[src/rtl/pmc_pkg.sv]
package pmc_pkg;
    typedef enum logic [2:0] {
        ST_D0U = 3'd0,
        ST_D0A = 3'd1,
        ST_D1  = 3'd2,
        ST_D2  = 3'd3,
        ST_D3H = 3'd4,
        ST_D3C = 3'd5
    } pm_state_e;

    localparam logic [7:0] OFF_CMD  = 8'h04;
    localparam logic [7:0] OFF_CAPP = 8'h14;
    localparam logic [7:0] OFF_CAP  = 8'hA0;
    localparam logic [7:0] OFF_CSR  = 8'hA4;
    localparam logic [7:0] CAP_ID   = 8'h01;
    localparam int         STS_CAPL_BIT = 20;

    function automatic logic [1:0] ps_code(input pm_state_e s);
        case (s)
            ST_D1:   return 2'b01;
            ST_D2:   return 2'b10;
            ST_D3H:  return 2'b11;
            default: return 2'b00;
        endcase
    endfunction
endpackage

[src/rtl/pm_state_fsm.sv]
module pm_state_fsm
    import pmc_pkg::*;
(
    input  logic      clk,
    input  logic      grst_n,
    input  logic      bus_rst_n,
    input  logic      cmd_io,
    input  logic      cmd_mem,
    input  logic      ps_wr,
    input  logic [1:0] ps_val,
    output pm_state_e state
);
    pm_state_e nxt;
    logic      both_en;

    assign both_en = cmd_io && cmd_mem;

    always_ff @(posedge clk or negedge grst_n) begin
        if (!grst_n) state <= ST_D0U;
        else         state <= nxt;
    end

    always_comb begin
        nxt = state;
        if (!bus_rst_n) begin
            nxt = ST_D3C;
        end else begin
            unique case (state)
                ST_D0U: begin
                    if (both_en) nxt = ST_D0A;
                    else if (ps_wr && ps_val == 2'b01) nxt = ST_D1;
                    else if (ps_wr && ps_val == 2'b10) nxt = ST_D2;
                    else if (ps_wr && ps_val == 2'b11) nxt = ST_D3H;
                end
                ST_D0A: begin
                    if (ps_wr && ps_val == 2'b01) nxt = ST_D1;
                    else if (ps_wr && ps_val == 2'b10) nxt = ST_D2;
                    else if (ps_wr && ps_val == 2'b11) nxt = ST_D3H;
                end
                ST_D1: begin
                    if (ps_wr && ps_val == 2'b00) nxt = both_en ? ST_D0A : ST_D0U;
                    else if (ps_wr && ps_val == 2'b10) nxt = ST_D2;
                    else if (ps_wr && ps_val == 2'b11) nxt = ST_D3H;
                end
                ST_D2: begin
                    if (ps_wr && ps_val == 2'b00) nxt = both_en ? ST_D0A : ST_D0U;
                    else if (ps_wr && ps_val == 2'b11) nxt = ST_D3H;
                end
                ST_D3H: begin
                    if (ps_wr && ps_val == 2'b00) nxt = ST_D0U;
                end
                ST_D3C: nxt = ST_D0U;
                default: nxt = ST_D0U;
            endcase
        end
    end

    AST_UNINIT_EXIT: assert property (@(posedge clk) disable iff (!grst_n)
        (state == ST_D0U && cmd_io && cmd_mem && bus_rst_n) |=> (state == ST_D0A));
    AST_BUSRST_COLD: assert property (@(posedge clk) disable iff (!grst_n)
        (!bus_rst_n) |=> (state == ST_D3C));
    AST_COLD_EXIT: assert property (@(posedge clk) disable iff (!grst_n)
        (state == ST_D3C && bus_rst_n) |=> (state == ST_D0U));
    AST_D3H_TO_D0U: assert property (@(posedge clk) disable iff (!grst_n)
        (state == ST_D3H && bus_rst_n && ps_wr && ps_val == 2'b00) |=> (state == ST_D0U));
endmodule

[src/rtl/pm_cfg_regs.sv]
module pm_cfg_regs
    import pmc_pkg::*;
#(
    parameter int          ADDR_W   = 6,
    parameter int          DATA_W   = 32,
    parameter logic [15:0] CAP_BITS = 16'hFE03
) (
    input  logic              clk,
    input  logic              grst_n,
    input  logic              bus_rst_n,
    input  pm_state_e         state,
    input  logic              cfg_wr,
    input  logic [ADDR_W-1:0] cfg_addr,
    input  logic [DATA_W/8-1:0] cfg_be,
    input  logic [DATA_W-1:0] cfg_wdata,
    input  logic              wake_evt,
    output logic [DATA_W-1:0] cfg_rdata,
    output logic              ps_wr,
    output logic [1:0]        ps_val,
    output logic              cmd_io,
    output logic              cmd_mem,
    output logic              pme_en,
    output logic              pme_sts
);
    localparam logic [ADDR_W-1:0] DW_CMD  = ADDR_W'(OFF_CMD  >> 2);
    localparam logic [ADDR_W-1:0] DW_CAPP = ADDR_W'(OFF_CAPP >> 2);
    localparam logic [ADDR_W-1:0] DW_CAP  = ADDR_W'(OFF_CAP  >> 2);
    localparam logic [ADDR_W-1:0] DW_CSR  = ADDR_W'(OFF_CSR  >> 2);

    logic acc, wr_ok, hit_cmd, hit_csr, d3h_wake, sts_set, sts_clr;

    assign acc      = (state != ST_D3C) && bus_rst_n;
    assign wr_ok    = acc && cfg_wr;
    assign hit_cmd  = wr_ok && (cfg_addr == DW_CMD);
    assign hit_csr  = wr_ok && (cfg_addr == DW_CSR);
    assign ps_wr    = hit_csr && cfg_be[0];
    assign ps_val   = cfg_wdata[1:0];
    assign d3h_wake = (state == ST_D3H) && ps_wr && (ps_val == 2'b00);
    assign sts_set  = wake_evt && pme_en && (state != ST_D0U);
    assign sts_clr  = hit_csr && cfg_be[1] && cfg_wdata[15];

    always_ff @(posedge clk or negedge grst_n) begin
        if (!grst_n) begin
            cmd_io  <= 1'b0;
            cmd_mem <= 1'b0;
        end else if (state == ST_D3C || d3h_wake) begin
            cmd_io  <= 1'b0;
            cmd_mem <= 1'b0;
        end else if (hit_cmd && cfg_be[0]) begin
            cmd_io  <= cfg_wdata[0];
            cmd_mem <= cfg_wdata[1];
        end
    end

    always_ff @(posedge clk or negedge grst_n) begin
        if (!grst_n) begin
            pme_en  <= 1'b0;
            pme_sts <= 1'b0;
        end else begin
            if (hit_csr && cfg_be[1]) pme_en <= cfg_wdata[8];
            if (sts_set)      pme_sts <= 1'b1;
            else if (sts_clr) pme_sts <= 1'b0;
        end
    end

    always_comb begin
        cfg_rdata = '0;
        if (state != ST_D3C) begin
            if (cfg_addr == DW_CMD) begin
                cfg_rdata[0]            = cmd_io;
                cfg_rdata[1]            = cmd_mem;
                cfg_rdata[STS_CAPL_BIT] = 1'b1;
            end else if (cfg_addr == DW_CAPP) begin
                cfg_rdata[7:0] = OFF_CAP;
            end else if (cfg_addr == DW_CAP) begin
                cfg_rdata[31:0] = {CAP_BITS, 8'h00, CAP_ID};
            end else if (cfg_addr == DW_CSR) begin
                cfg_rdata[1:0] = ps_code(state);
                cfg_rdata[8]   = pme_en;
                cfg_rdata[15]  = pme_sts;
            end
        end
    end

    AST_CMD_CLEAR_COLD: assert property (@(posedge clk) disable iff (!grst_n)
        (state == ST_D3C) |=> (!cmd_io && !cmd_mem));
    AST_PME_W1C: assert property (@(posedge clk) disable iff (!grst_n)
        (sts_clr && !wake_evt) |=> !pme_sts);
    AST_NO_SET_UNINIT: assert property (@(posedge clk) disable iff (!grst_n)
        (state == ST_D0U && !pme_sts && !bus_rst_n == 1'b0) |=> !pme_sts || $past(state) != ST_D0U);
endmodule

[src/rtl/pwrmgmt_ctl.sv]
module pwrmgmt_ctl
    import pmc_pkg::*;
#(
    parameter int          ADDR_W   = 6,
    parameter logic [15:0] CAP_BITS = 16'hFE03
) (
    input  logic              clk,
    input  logic              grst_n,
    input  logic              bus_rst_n,
    input  logic              cfg_wr,
    input  logic [ADDR_W-1:0] cfg_addr,
    input  logic [3:0]        cfg_be,
    input  logic [31:0]       cfg_wdata,
    output logic [31:0]       cfg_rdata,
    input  logic              irq_raw,
    input  logic              wake_evt,
    output logic [2:0]        dev_state,
    output logic [1:0]        bus_state,
    output logic              irq_out,
    output logic              pme_out
);
    pm_state_e state;
    logic      ps_wr, cmd_io, cmd_mem, pme_en, pme_sts;
    logic [1:0] ps_val;

    pm_state_fsm u_fsm (
        .clk(clk), .grst_n(grst_n), .bus_rst_n(bus_rst_n),
        .cmd_io(cmd_io), .cmd_mem(cmd_mem),
        .ps_wr(ps_wr), .ps_val(ps_val), .state(state)
    );

    pm_cfg_regs #(.ADDR_W(ADDR_W), .DATA_W(32), .CAP_BITS(CAP_BITS)) u_regs (
        .clk(clk), .grst_n(grst_n), .bus_rst_n(bus_rst_n), .state(state),
        .cfg_wr(cfg_wr), .cfg_addr(cfg_addr), .cfg_be(cfg_be), .cfg_wdata(cfg_wdata),
        .wake_evt(wake_evt), .cfg_rdata(cfg_rdata),
        .ps_wr(ps_wr), .ps_val(ps_val), .cmd_io(cmd_io), .cmd_mem(cmd_mem),
        .pme_en(pme_en), .pme_sts(pme_sts)
    );

    always_comb begin
        dev_state = state;
        bus_state = 2'd0;
        irq_out   = 1'b0;
        pme_out   = pme_sts && pme_en;
        unique case (state)
            ST_D0U: pme_out = 1'b0;
            ST_D0A: irq_out = irq_raw;
            ST_D1:  bus_state = 2'd1;
            ST_D2:  bus_state = 2'd2;
            ST_D3H: bus_state = 2'd3;
            ST_D3C: bus_state = 2'd3;
            default: bus_state = 2'd3;
        endcase
    end

    AST_IRQ_NEEDS_RAW: assert property (@(posedge clk) disable iff (!grst_n)
        irq_out |-> irq_raw);
endmodule

[config.mk]
export PLATFORM = sky130hd
export DESIGN_NAME = pwrmgmt_ctl
export DESIGN_NICKNAME = d
export VERILOG_FILES = /design/src/rtl/pmc_pkg.sv /design/src/rtl/pm_state_fsm.sv /design/src/rtl/pm_cfg_regs.sv /design/src/rtl/pwrmgmt_ctl.sv
export SDC_FILE = /design/constraint.sdc
export NUM_CORES = 1
export LEC_CHECK = 0
export BUFFER_PORTS_ARGS = -buffer_cell sky130_fd_sc_hd__buf_4
export CORE_ASPECT_RATIO = 1.2
export CORE_MARGIN = 2
export CORE_UTILIZATION = 32
export CTS_CLUSTER_SIZE = 14
export DETAILED_ROUTE_END_ITERATION = 16
export GPL_TIMING_DRIVEN = 0
export PLACE_DENSITY_LB_ADDON = 0.12
export SLEW_MARGIN = 20
export SYNTH_ARGS = -nofsm -noshare
export SYNTH_HDL_FRONTEND = slang
export SYNTH_HIERARCHICAL = 1
export SYNTH_SLANG_ARGS = --single-unit
[constraint.sdc]
create_clock -name clk -period 2.1 [get_ports clk]
set_input_delay 0.42 -clock clk [delete_from_list [all_inputs] [get_ports clk]]
set_output_delay 0.42 -clock clk [all_outputs]
set_load 0.005 [all_outputs]
; ---- Yosys cells after proc, flatten, opt, wreduce, memory -nomap -nowiden
; Cells that the tools add are included.
[word_totals]
regBits = 7
latchBits = 0
mem_bits_rw = 0
rom_bits = 0
in_bits = 48
out_inout_bits = 39
word_cells = 78
memories = 0
[op_classes]
n_addsub = 0
mul = 0
div = 0
n_lt_le_gt_ge = 0
n_eq_ne = 14
shift = 0
n_mux = 34
n_bitwise = 0
reduce_logical = 25
[ops]
columns = op, n
row1 = $mux W32, 1
row2 = $mux W24, 1
row3 = $mux W3, 8
row4 = $logic_and A1 B1 Y1, 18
row5 = $mux W18, 1
row6 = $mux W16, 1
row7 = $pmux W3 S5, 1
row8 = $mux W1, 14
row9 = $eq A6 B6 Y1 const B, 2
row10 = $pmux W2 S3, 2
row11 = $mux W11, 1
row12 = $mux W8, 1
row13 = $eq A3 B2 Y1 const B, 2
row14 = $eq A3 B3 Y1 const B, 2
row15 = $eq A6 B1 Y1 const B, 1
row16 = $eq A6 B3 Y1 const B, 1
row17 = $mux W2, 3
row18 = $eq A2 B2 Y1 const B, 2
row19 = $reduce_bool A2 Y1, 2
row20 = $eq A3 B1 Y1 const B, 1
row21 = $logic_not A3 Y1, 1
row22 = $ne A3 B2 Y1 const B, 1
row23 = $ne A3 B3 Y1 const B, 1
row24 = $reduce_bool A3 Y1, 1
row25 = 4 further kinds, 4

; ---- Depth between registers and ports, before layout
; Gate-level depths: netlist of the first run.
[logic_depth]
word_depth = 12
mapped_depth = 7
mapped_depth_nobuf = 7

; ---- By module
; The synthesis of the first run kept the hierarchy.
[modules_own_cells]
columns = mod, instances, cells_per_inst, area_per_inst_um2, seq_area_each_um2
row1 = pm_cfg_regs, 1, 74, 585.6, 100.1
row2 = pm_state_fsm, 1, 31, 249.0, 75.1
row3 = pwrmgmt_ctl, 1, 6, 40.0, 0.0

; ---- Least setup slack after synthesis of the first run
; No wires, ideal clock.
[synth_timing]
kind = register -> output
startpoint = register u_fsm.state[1]
endpoint = output cfg_rdata[17]
t_arrival_ns = 1.950
t_required_ns = 1.680
setup_slack_ns = -0.270
path_stages_with_launch = 4
path_buffers = 1
path_cell_list = dfrtp_1 -> nand3b_1 -> nor4bb_1 -> buf_4
[synth_between]
elab_chain_len = 2
[synth_rtl]
columns = item, line_no
row1 = from (decl), pm_state_fsm.sv:11  ; output pm_state_e state
row2 = from (signal assigned), pm_state_fsm.sv:20  ; else state <= nxt;
row3 = $ne A3 B3 Y1, pm_cfg_regs.sv:68  ; if (state != ST_D3C) begin
row4 = $mux W32, pm_cfg_regs.sv:68
row5 = to (decl), pwrmgmt_ctl.sv:14  ; output logic [31:0] cfg_rdata,
; No other way between the ends.

; ---- Worst setup path after layout of the first run
[layout_timing]
startpoint = input cfg_addr[4]
endpoint = output cfg_rdata[1]
[layout_between]
elab_chain_len = 6
elab_cells_between_ends = 9
classes_between = eq/ne (4) / mux (5)
[layout_rtl]
columns = item, line_no
row1 = from (decl), pwrmgmt_ctl.sv:11  ; input logic [ADDR_W-1:0] cfg_addr,
row2 = $eq A6 B6 Y1, pm_cfg_regs.sv:77  ; end else if (cfg_addr == DW_CSR) begin
row3 = $mux W2, pm_cfg_regs.sv:77
row4 = $mux W2, pm_cfg_regs.sv:75  ; end else if (cfg_addr == DW_CAP) begin
row5 = $mux W8, pm_cfg_regs.sv:73  ; end else if (cfg_addr == DW_CAPP) begin
row6 = $mux W2 *, pm_cfg_regs.sv:69  ; if (cfg_addr == DW_CMD) begin
row7 = $mux W32 *, pm_cfg_regs.sv:68
; Every way passes the cells marked *; elsewhere a longest branch is shown, timed or not.

==> results.yml, run 1 <==
logic_synthesis:
  synth_top_area_share_pct: 23.2
  avgSynthCellArea_um2: 7.88
  ys_ff_latch: 7
  yosysWarnings: 6
  synth.largest_area_cell: "buf_4"
  syn-cell-area_um2: 875
  yosysMostFrequentCell: "buf_4"
  netlist_top_cells_count: "27 x buf_4, 8 x nor2_1, 7 x dfrtp_1, 7 x nand2_1"
  synth_area_leaders: "buf_4 23%, dfrtp_1 20%, and3_1 3.6%"
  synth_edf_count: 0
  synthCells: 111
  async_flop_share_pct: 100
  synth_cell_types: 38
  ys.flop_type: "dfrtp_1"
  ys_seq_area_share_pct: 20.0
drt:
  avgViaCountPerCell: 4.72
  met2_length_um: 1420
  top_layer: "met4"
  antenna_left: 0
  vias: 1062
  drtIter0Drc: 31
  drt_pass1_iterations: 4
  finalWirelength_um: 2610
  drc_errors: 0
  wl_per_cell_um: 11.6
  wl_met1_um: 987
  wl_met3_um: 175
min_path:
  hold_depth: 2
  hp-class: "in2reg"
  hold_start: "bus_rst_n"
  hold_end: "u_fsm/state[0]"
worst_setup_path:
  end_kind: "output port"
  rr_startpoint: "u_fsm/state[1]"
  rrSetupSlack_ns: 0.13
  start_kind: "input pin"
  reg2reg_to: "u_fsm/state[2]"
  cp.required_ns: 1.68
  r2r_cells: 8
  worstPathArrival_ns: 1.61
  timing_worst_setup_path_type: "in2out"
  critPathMaxFanout: 5
  crit_start: "cfg_addr[4]"
timing:
  period_share_pct: 96.7
  fin_crit_ns: 2.03
  rsz0062_at_grt: "true"
  setup_viol: 0
  hold_viol: 0
  fin_skew_ns: 0.00558
  fmax_ghz: 0.492
  maxSlewViolCount: 0
  timing.setup.tns_ns: 0
placement:
  globalplace.congestion: 0.715
  dp.final_hpwl_um: 1850
  dp.cells: 199
  port_buffers: 40
layout:
  layout-drive-gt1-share_pct: 54.7
  fin_nets: 241
  stdcell_count: 225
  syn_to_final_growth_pct: 76.5
  register_area_um2: 181
  multiInputGateArea_um2: 601
  postLayoutCoreUtil_pct: 59.9
  num-fill-cells: 243
  diodes: 0
die:
  start_util_pct: 33.9
  ios: 87
  die_area_um2: 3170
  rows: 20
  die_x_um: 51.7
  coreArea_um2: 2580
  die_h_um: 61.3
clocking:
  h-tree-depth: 1
  clkTransAtPathRegs_ns: 0.05
  cts_buffers: 3
  max-clock-path-buffers: 2
  clock_latency_ns: 0.24
  cts_root_buf: "clkbuf_4"
  cts_tree: "yes"
  clock_sinks: 7
global_routing:
  gr-usage-all-layers_pct: 16.5
  antenna_found_initial: 0
  grt_pass1_wl_um: 4020
  grt_start_max_net_pins: 20
  grt_pass1_vias: 954
  grt-ovfl-total: 0
flow_run:
  drv_cap: 0
power:
  power_density_nw_per_um2: 308
  power_w: 0.000476
  p_leak_nw: 0.830
  peakVddDrop_mv: 0.296
status:
  status: "complete, no violations"
registers in the layout (all words and copies together) (netlist names):
name and cells:
u_fsm/state 3, u_regs/pme_sts 1, u_regs/cmd_mem 1, u_regs/pme_en 1, u_regs/cmd_io 1
how the worst max path moves through the flow:
stage	to	slack (ns)	cells past startpoint
floorplan	u_fsm/state[2]	0.002	7
global placement	u_fsm/state[1]	-0.33	8
detailed placement	u_fsm/state[2]	-0.39	8
CTS	cfg_rdata[1]	0.02	6
global route	cfg_rdata[1]	-0.02	6
finish	cfg_rdata[1]	0.07	6
stage by stage:
stage	worst slack (ns)	hold WS, ns	instance area, µm²
final	0.0690	0.398	1540
after global routing	-0.0224	0.392	1540
after CTS	0.0232	0.380	1380
after detailed placement	-0.394	0.236	1290
after global placement	-0.335	0.234	1290
after floorplan	0.00223	0.124	946
worst max-delay path: stages:
cell and delay [ns]:
buf_8 0.10, or4b_4 0.59, nor3_4 0.19, a21oi_1 0.09
nor2_1 0.11, buf_4 0.11
area by class of cell:
cell class | count | share of cell area [%]
Buffer | 27 | 13.1
Clock buffer | 4 | 1.70
Inverter | 3 | 0.729
Multi-Input combinational cell | 89 | 38.9
Sequential cell | 7 | 11.8
Tap cell | 33 | 2.67
Timing Repair Buffer | 62 | 31.1
layer usage:
metal	global-route usage [%]	up-vias
met2	33.7	45
met3	2.43	2
met5	0	-
met1	16.6	487
met4	6.77	0
li1	-	528
report_power, final:
group	switching, W	leakage, nW	internal [W]
Clock	0.0000447	0.0150	0.0000722
Sequential	0.0000119	0.0874	0.000146
Combinational	0.0000802	0.727	0.000121
cell families (layout without fill, tap and decap cells):
| family | count (synthesis) | after routing | synth area share, % |
|---|---|---|---|
| flops | 7 | 7 | 20.0 |
| buf+inv | 30 | 96 | 24.5 |
| xor+xnor | 2 | 2 | 2.00 |
| other cells | 1 | 16 | 0.429 |
| compound gates | 22 | 22 | 17.5 |
| simple gates | 46 | 46 | 32.0 |
| mux | 3 | 3 | 3.58 |
cells in the final DEF, fill, tap and decap left out, drive strengths merged, types with 2 or more instances in the layout:
cell type | synthesis | routed
buf | 27 | 88
conb | 1 | 16
nor2 | 8 | 8
nand2 | 7 | 7
dfrtp | 7 | 7
and3 | 5 | 5
nor3 | 5 | 5
a21oi | 4 | 4
clkbuf | 0 | 4
a21o | 4 | 4
inv | 3 | 3
nand3b | 3 | 3
nand3 | 3 | 3
nor4 | 3 | 3
o21ai | 3 | 3
xnor2 | 2 | 2
o22ai | 2 | 2
o31ai | 2 | 2
a31oi | 2 | 2
mux2i | 2 | 2
nor3b | 2 | 2
what timing repair did:
item,4_1_cts,5_1_grt
pin swaps,1,1
endpoints found under the setup margin,18,14
resized for setup,9,8
setup buffers,4,16
hold buffers,1,0
gates cloned,0,1
endpoints found under the hold margin,7,0
Note: power is estimated with default switching activity, not from simulation.
==> run 2, diff against run 1 <==
--- a/config.mk
+++ b/config.mk
@@ -6,13 +6,16 @@
 export NUM_CORES = 1
 export LEC_CHECK = 0
 export BUFFER_PORTS_ARGS = -buffer_cell sky130_fd_sc_hd__buf_4
+export CELL_PAD_IN_SITES_DETAIL_PLACEMENT = 0
+export CELL_PAD_IN_SITES_GLOBAL_PLACEMENT = 2
 export CORE_ASPECT_RATIO = 1.2
 export CORE_MARGIN = 2
-export CORE_UTILIZATION = 32
+export CORE_UTILIZATION = 16
 export CTS_CLUSTER_SIZE = 14
 export DETAILED_ROUTE_END_ITERATION = 16
 export GPL_TIMING_DRIVEN = 0
 export PLACE_DENSITY_LB_ADDON = 0.12
+export SKIP_LAST_GASP = 1
 export SLEW_MARGIN = 20
 export SYNTH_ARGS = -nofsm -noshare
 export SYNTH_HDL_FRONTEND = slang
==> constraint.sdc (replaced) <==
create_clock -name clk -period 2.18 [get_ports clk]
set_input_delay 0.436 -clock clk [delete_from_list [all_inputs] [get_ports clk]]
set_output_delay 0.436 -clock clk [all_outputs]
set_load 0.005 [all_outputs]
==> results.yml, run 2 (same netlist as run 1, synthesis figures left out) <==
status:
  status: "complete, no violations"
clocking:
  cts_root_buf: "clkbuf_8"
  max-clock-path-buffers: 2
  clock_latency_ns: 0.22
  cts_buffers: 3
  clkTransAtPathRegs_ns: 0.04
  cts_tree: "yes"
  clock_sinks: 7
  h-tree-depth: 1
power:
  p_leak_nw: 0.763
  power_frac_clock_pct: 36.5
  power_w: 0.000486
  switching_power_w: 0.000133
  power_density_nw_per_um2: 333
  p_comb_share_pct: 30.5
  sequentialPowerShare_pct: 33.0
  sw_frac_of_total_pct: 27.4
  peakVddDrop_mv: 0.140
  p_int_w: 0.000353
timing:
  fin_skew_ns: 0.00153
  fmax_ghz: 0.466
  fin_crit_ns: 2.14
  setup_viol: 0
  rsz0062_at_grt: "true"
  maxSlewViolCount: 0
  hold_viol: 0
  period_share_pct: 98.3
drt:
  finalWirelength_um: 2840
  vias: 983
  drc_errors: 0
  avgViaCountPerCell: 4.11
  drtIter0Drc: 38
  wl_per_cell_um: 11.9
  antenna_left: 0
  drt_pass1_iterations: 4
layout:
  diodes: 0
  top_register: "u_fsm/state"
  largest_register_ffs: 3
  syn_to_final_growth_pct: 67.0
  fin_nets: 226
  num-fill-cells: 579
  stdcell_count: 239
  postLayoutCoreUtil_pct: 27.6
  design_area_um2: 1460
  layout_commonest_cell: "buf_4"
  layout-drive-gt1-share_pct: 50.8
  layout_common_cells: "74 x buf_4, 16 x conb_1, 7 x nand2_1, 7 x nor2_1"
worst_setup_path:
  worstPathArrival_ns: 1.71
  max_stage_delay_ns: 0.61
  crit_top_cell: "buf_4"
  end_kind: "output port"
  critPathMaxFanout: 5
  slowest_stage: "or4b_4"
  timing_worst_setup_path_type: "in2out"
  critPathBufInv: 2
  r2r_cells: 7
  crit_start: "cfg_addr[4]"
  cp_top_family: "simple AND/OR/NAND/NOR gates"
  reg2reg_to: "u_fsm/state[2]"
  rr_startpoint: "u_fsm/state[2]"
  rrSetupSlack_ns: 0.18
  worstPathCellList: "buf_4 > or4b_4 > nor3_4 > a31oi_1 > nor2_1 > buf_4"
  cp.required_ns: 1.74
  cp.depth: 6
  start_kind: "input pin"
  worstSetupEndpoint: "cfg_rdata[1]"
flow_run:
  drv_cap: 0
placement:
  dpl-instance-area_um2: 1320
  port_buffers: 40
  dp.final_hpwl_um: 2120
  globalplace.congestion: 0.694
  dp.cells: 228
die:
  die_h_um: 85.0
  rows: 29
  start_util_pct: 16.5
  coreArea_um2: 5300
  ios: 87
  die_area_um2: 6080
  die_x_um: 71.5
global_routing:
  grt_pass1_vias: 943
  gr-usage-all-layers_pct: 9.17
  grt_pass1_wl_um: 4490
  grt-ovfl-total: 0
  grt_start_max_net_pins: 20
  antenna_found_initial: 0
min_path:
  hp-class: "in2async"
run 2: changes by cell type in the layout (fill, tap and decap cells not counted), sizes merged:
cell,previous run,this run
buf,88,74
dlygate4sd3,1,0
run 2: area by class of cell:
class,instances,area (µm²),share of cell area [%]
clock buffers,4,45.0,3.08
flip-flops and latches,7,179,12.3
well taps,62,77.6,5.31
inverters,3,11.3,0.771
repair buffers,47,353,24.2
plain buffers,27,203,13.9
multi-input cells,89,592,40.5
run 2: worst min path at each step:
stage	depth (start not counted)	from	end
after floorplan	0	grst_n	u_fsm/state[0]
final	1	grst_n	u_fsm/state[1]
after global routing	1	grst_n	u_fsm/state[1]
after global placement	1	grst_n	u_regs/pme_en
after CTS	1	grst_n	u_fsm/state[1]
after detailed placement	1	grst_n	u_regs/pme_sts
run 2: through the flow:
| step | worst slack, ns | setup TNS, ns | hold slack (ns) |
|---|---|---|---|
| 6_report | 0.0361 | 0 | 0.0183 |
| 5_1_grt | -0.0281 | -0.0492 | 0.0156 |
| 4_1_cts | -0.0219 | -0.0219 | 0.0150 |
| 3_5_place_dp | -0.410 | -4.87 | 0.253 |
| 3_3_place_gp | -0.390 | -4.64 | 0.251 |
| 2_1_floorplan | 0.0556 | 0 | 0.140 |
run 2: repair_timing:
action	CTS	global route
buffers inserted	3	4
endpoints found under the setup margin	19	9
hold buffers	0	0
gates resized for setup	8	4
pin swaps	1	0
run 2: power by group through the flow:
stage	clock, W	combinational [W]	sequential [W]
6_report	0.000177	0.000148	0.000160
5_1_grt	0.000190	0.000164	0.000164
4_1_cts	0.000183	0.000146	0.000161
3_5_place_dp	0	0.000137	0.000162
3_3_place_gp	0	0.000136	0.000162
2_1_floorplan	0	0.0000802	0.000155
run 2: routing by layer:
metal / up-vias / share of wire [%] / track usage (%)
met5: - / 0 / 0
met3: 2 / 8.2 / 1.31
met4: 0 / 0.95 / 3.60
met1: 443 / 41 / 11.0
li1: 493 / - / -
met2: 45 / 50 / 16.2
==> run 3, diff against run 2 <==
--- a/config.mk
+++ b/config.mk
@@ -14,7 +14,7 @@
 export CTS_CLUSTER_SIZE = 14
 export DETAILED_ROUTE_END_ITERATION = 16
 export GPL_TIMING_DRIVEN = 0
-export PLACE_DENSITY_LB_ADDON = 0.12
+export PLACE_DENSITY_LB_ADDON = 0.1
 export SKIP_LAST_GASP = 1
 export SLEW_MARGIN = 20
 export SYNTH_ARGS = -nofsm -noshare
==> results.yml, run 3 (same netlist as run 1, synthesis figures left out) <==
status:
  status: "complete, no violations"
power:
  power_w: 0.000514
  p_leak_nw: 0.789
  peakVddDrop_mv: 0.142
  power_density_nw_per_um2: 339
drt:
  drtIter0Drc: 24
  drt_pass1_iterations: 4
  finalWirelength_um: 3000
  avgViaCountPerCell: 4.11
  antenna_left: 0
  wl_per_cell_um: 12.2
  drc_errors: 0
  vias: 1007
timing:
  fin_crit_ns: 2.13
  rsz0062_at_grt: "true"
  period_share_pct: 97.9
  hold_viol: 0
  timing.setup.tns_ns: 0
  fmax_ghz: 0.469
  setup_viol: 0
  hold_ws_ns: 0.0135
  fin_skew_ns: 0.00134
  maxSlewViolCount: 0
die:
  start_util_pct: 16.5
  coreArea_um2: 5300
  die_x_um: 71.5
  ios: 87
  die_h_um: 85.0
  rows: 29
  die_area_um2: 6080
clocking:
  clock_latency_ns: 0.23
  cts_tree: "yes"
  clock_sinks: 7
  max-clock-path-buffers: 2
  h-tree-depth: 1
  cts_buffers: 3
  cts_root_buf: "clkbuf_8"
  clkTransAtPathRegs_ns: 0.04
  hold_buffers: 0
worst_setup_path:
  critPathBufInv: 2
  worstPathCellList: "buf_4 > or4b_4 > nor3_4 > a31oi_1 > nor2_1 > buf_4"
  timing_worst_setup_path_type: "in2out"
  critPathMaxFanout: 5
  end_kind: "output port"
  worstPathArrival_ns: 1.70
  max_stage_delay_ns: 0.61
  crit_top_cell: "buf_4"
  slowest_stage: "or4b_4"
  start_kind: "input pin"
  cp.required_ns: 1.74
  cp_top_family: "simple AND/OR/NAND/NOR gates"
global_routing:
  grt_start_max_net_pins: 20
  grt-ovfl-total: 0
  grt_pass1_wl_um: 4760
  gr-usage-all-layers_pct: 9.74
  grt_pass1_vias: 960
  antenna_found_initial: 0
layout:
  layout-drive-gt1-share_pct: 53.0
  diodes: 0
  syn_to_final_growth_pct: 73.2
  largest_register_ffs: 3
  fin_nets: 232
  layout_common_cells: "80 x buf_4, 16 x conb_1, 7 x nand2_1, 7 x nor2_1"
  layout_commonest_cell: "buf_4"
  top_register: "u_fsm/state"
  design_area_um2: 1520
min_path:
  hp-class: "in2async"
placement:
  port_buffers: 40
  globalplace.congestion: 0.678
  dpl-instance-area_um2: 1320
  dp.final_hpwl_um: 2200
flow_run:
  drv_cap: 0
==> run 3: layout make-up <==
cell class                 count  area [µm²]
buffer                        27         203
inverter                       3        11.3
fill                         591        3780
timing repair buffer          53         398
sequential                     7         184
tap                           62        77.6
multi-input combinational     89         597
clock buffer                   4        45.0
==> run 3: final timing paths <==
kind                                start        endpoint  slack [ns]  depth (start not counted)
max in group asynchronous          grst_n  u_fsm/state[2]        2.03                          1
setup / recovery              cfg_addr[4]    cfg_rdata[1]        0.05                          6
hold reg to reg            u_regs/pme_sts  u_regs/pme_sts        0.52                          1
min in group clk                bus_rst_n  u_fsm/state[0]        0.43                          2
setup reg to reg           u_fsm/state[0]  u_fsm/state[2]        0.29                          7
hold / removal                     grst_n   u_regs/pme_en        0.01                          1
==> run 3: where the power goes <==
group	internal, W	switching, W	total (W)
clock network	0.000126	0.0000555	0.000182
registers	0.000142	0.0000169	0.000159
logic	0.000104	0.0000696	0.000173
==> run 3: per-layer routing <==
layer	GRT usage, %	vias to the layer above	share of wire, %
met3	0.950	4	6.6
met4	3.09	0	0.93
li1	-	508	-
met5	0	-	0
met1	12.2	456	43
met2	17.3	39	50
==> run 3: what timing repair did <==
item,4_1_cts,5_1_grt
setup buffers,6,7
gates cloned,0,0
endpoints found under the setup margin,19,15
gates resized for setup,10,5
endpoints found under the hold margin,0,0
pin swaps,1,1
==> run 3: stage by stage <==
stage | utilization, % | std cells | worst slack (ns)
floorplan | - | 126 | 0.0556
global placement | 24.8 | 228 | -0.389
detailed placement | 24.8 | 228 | -0.439
CTS | 27.3 | 238 | 0.0116
global route | 28.6 | 245 | -0.0391
finish | 28.6 | 245 | 0.0459
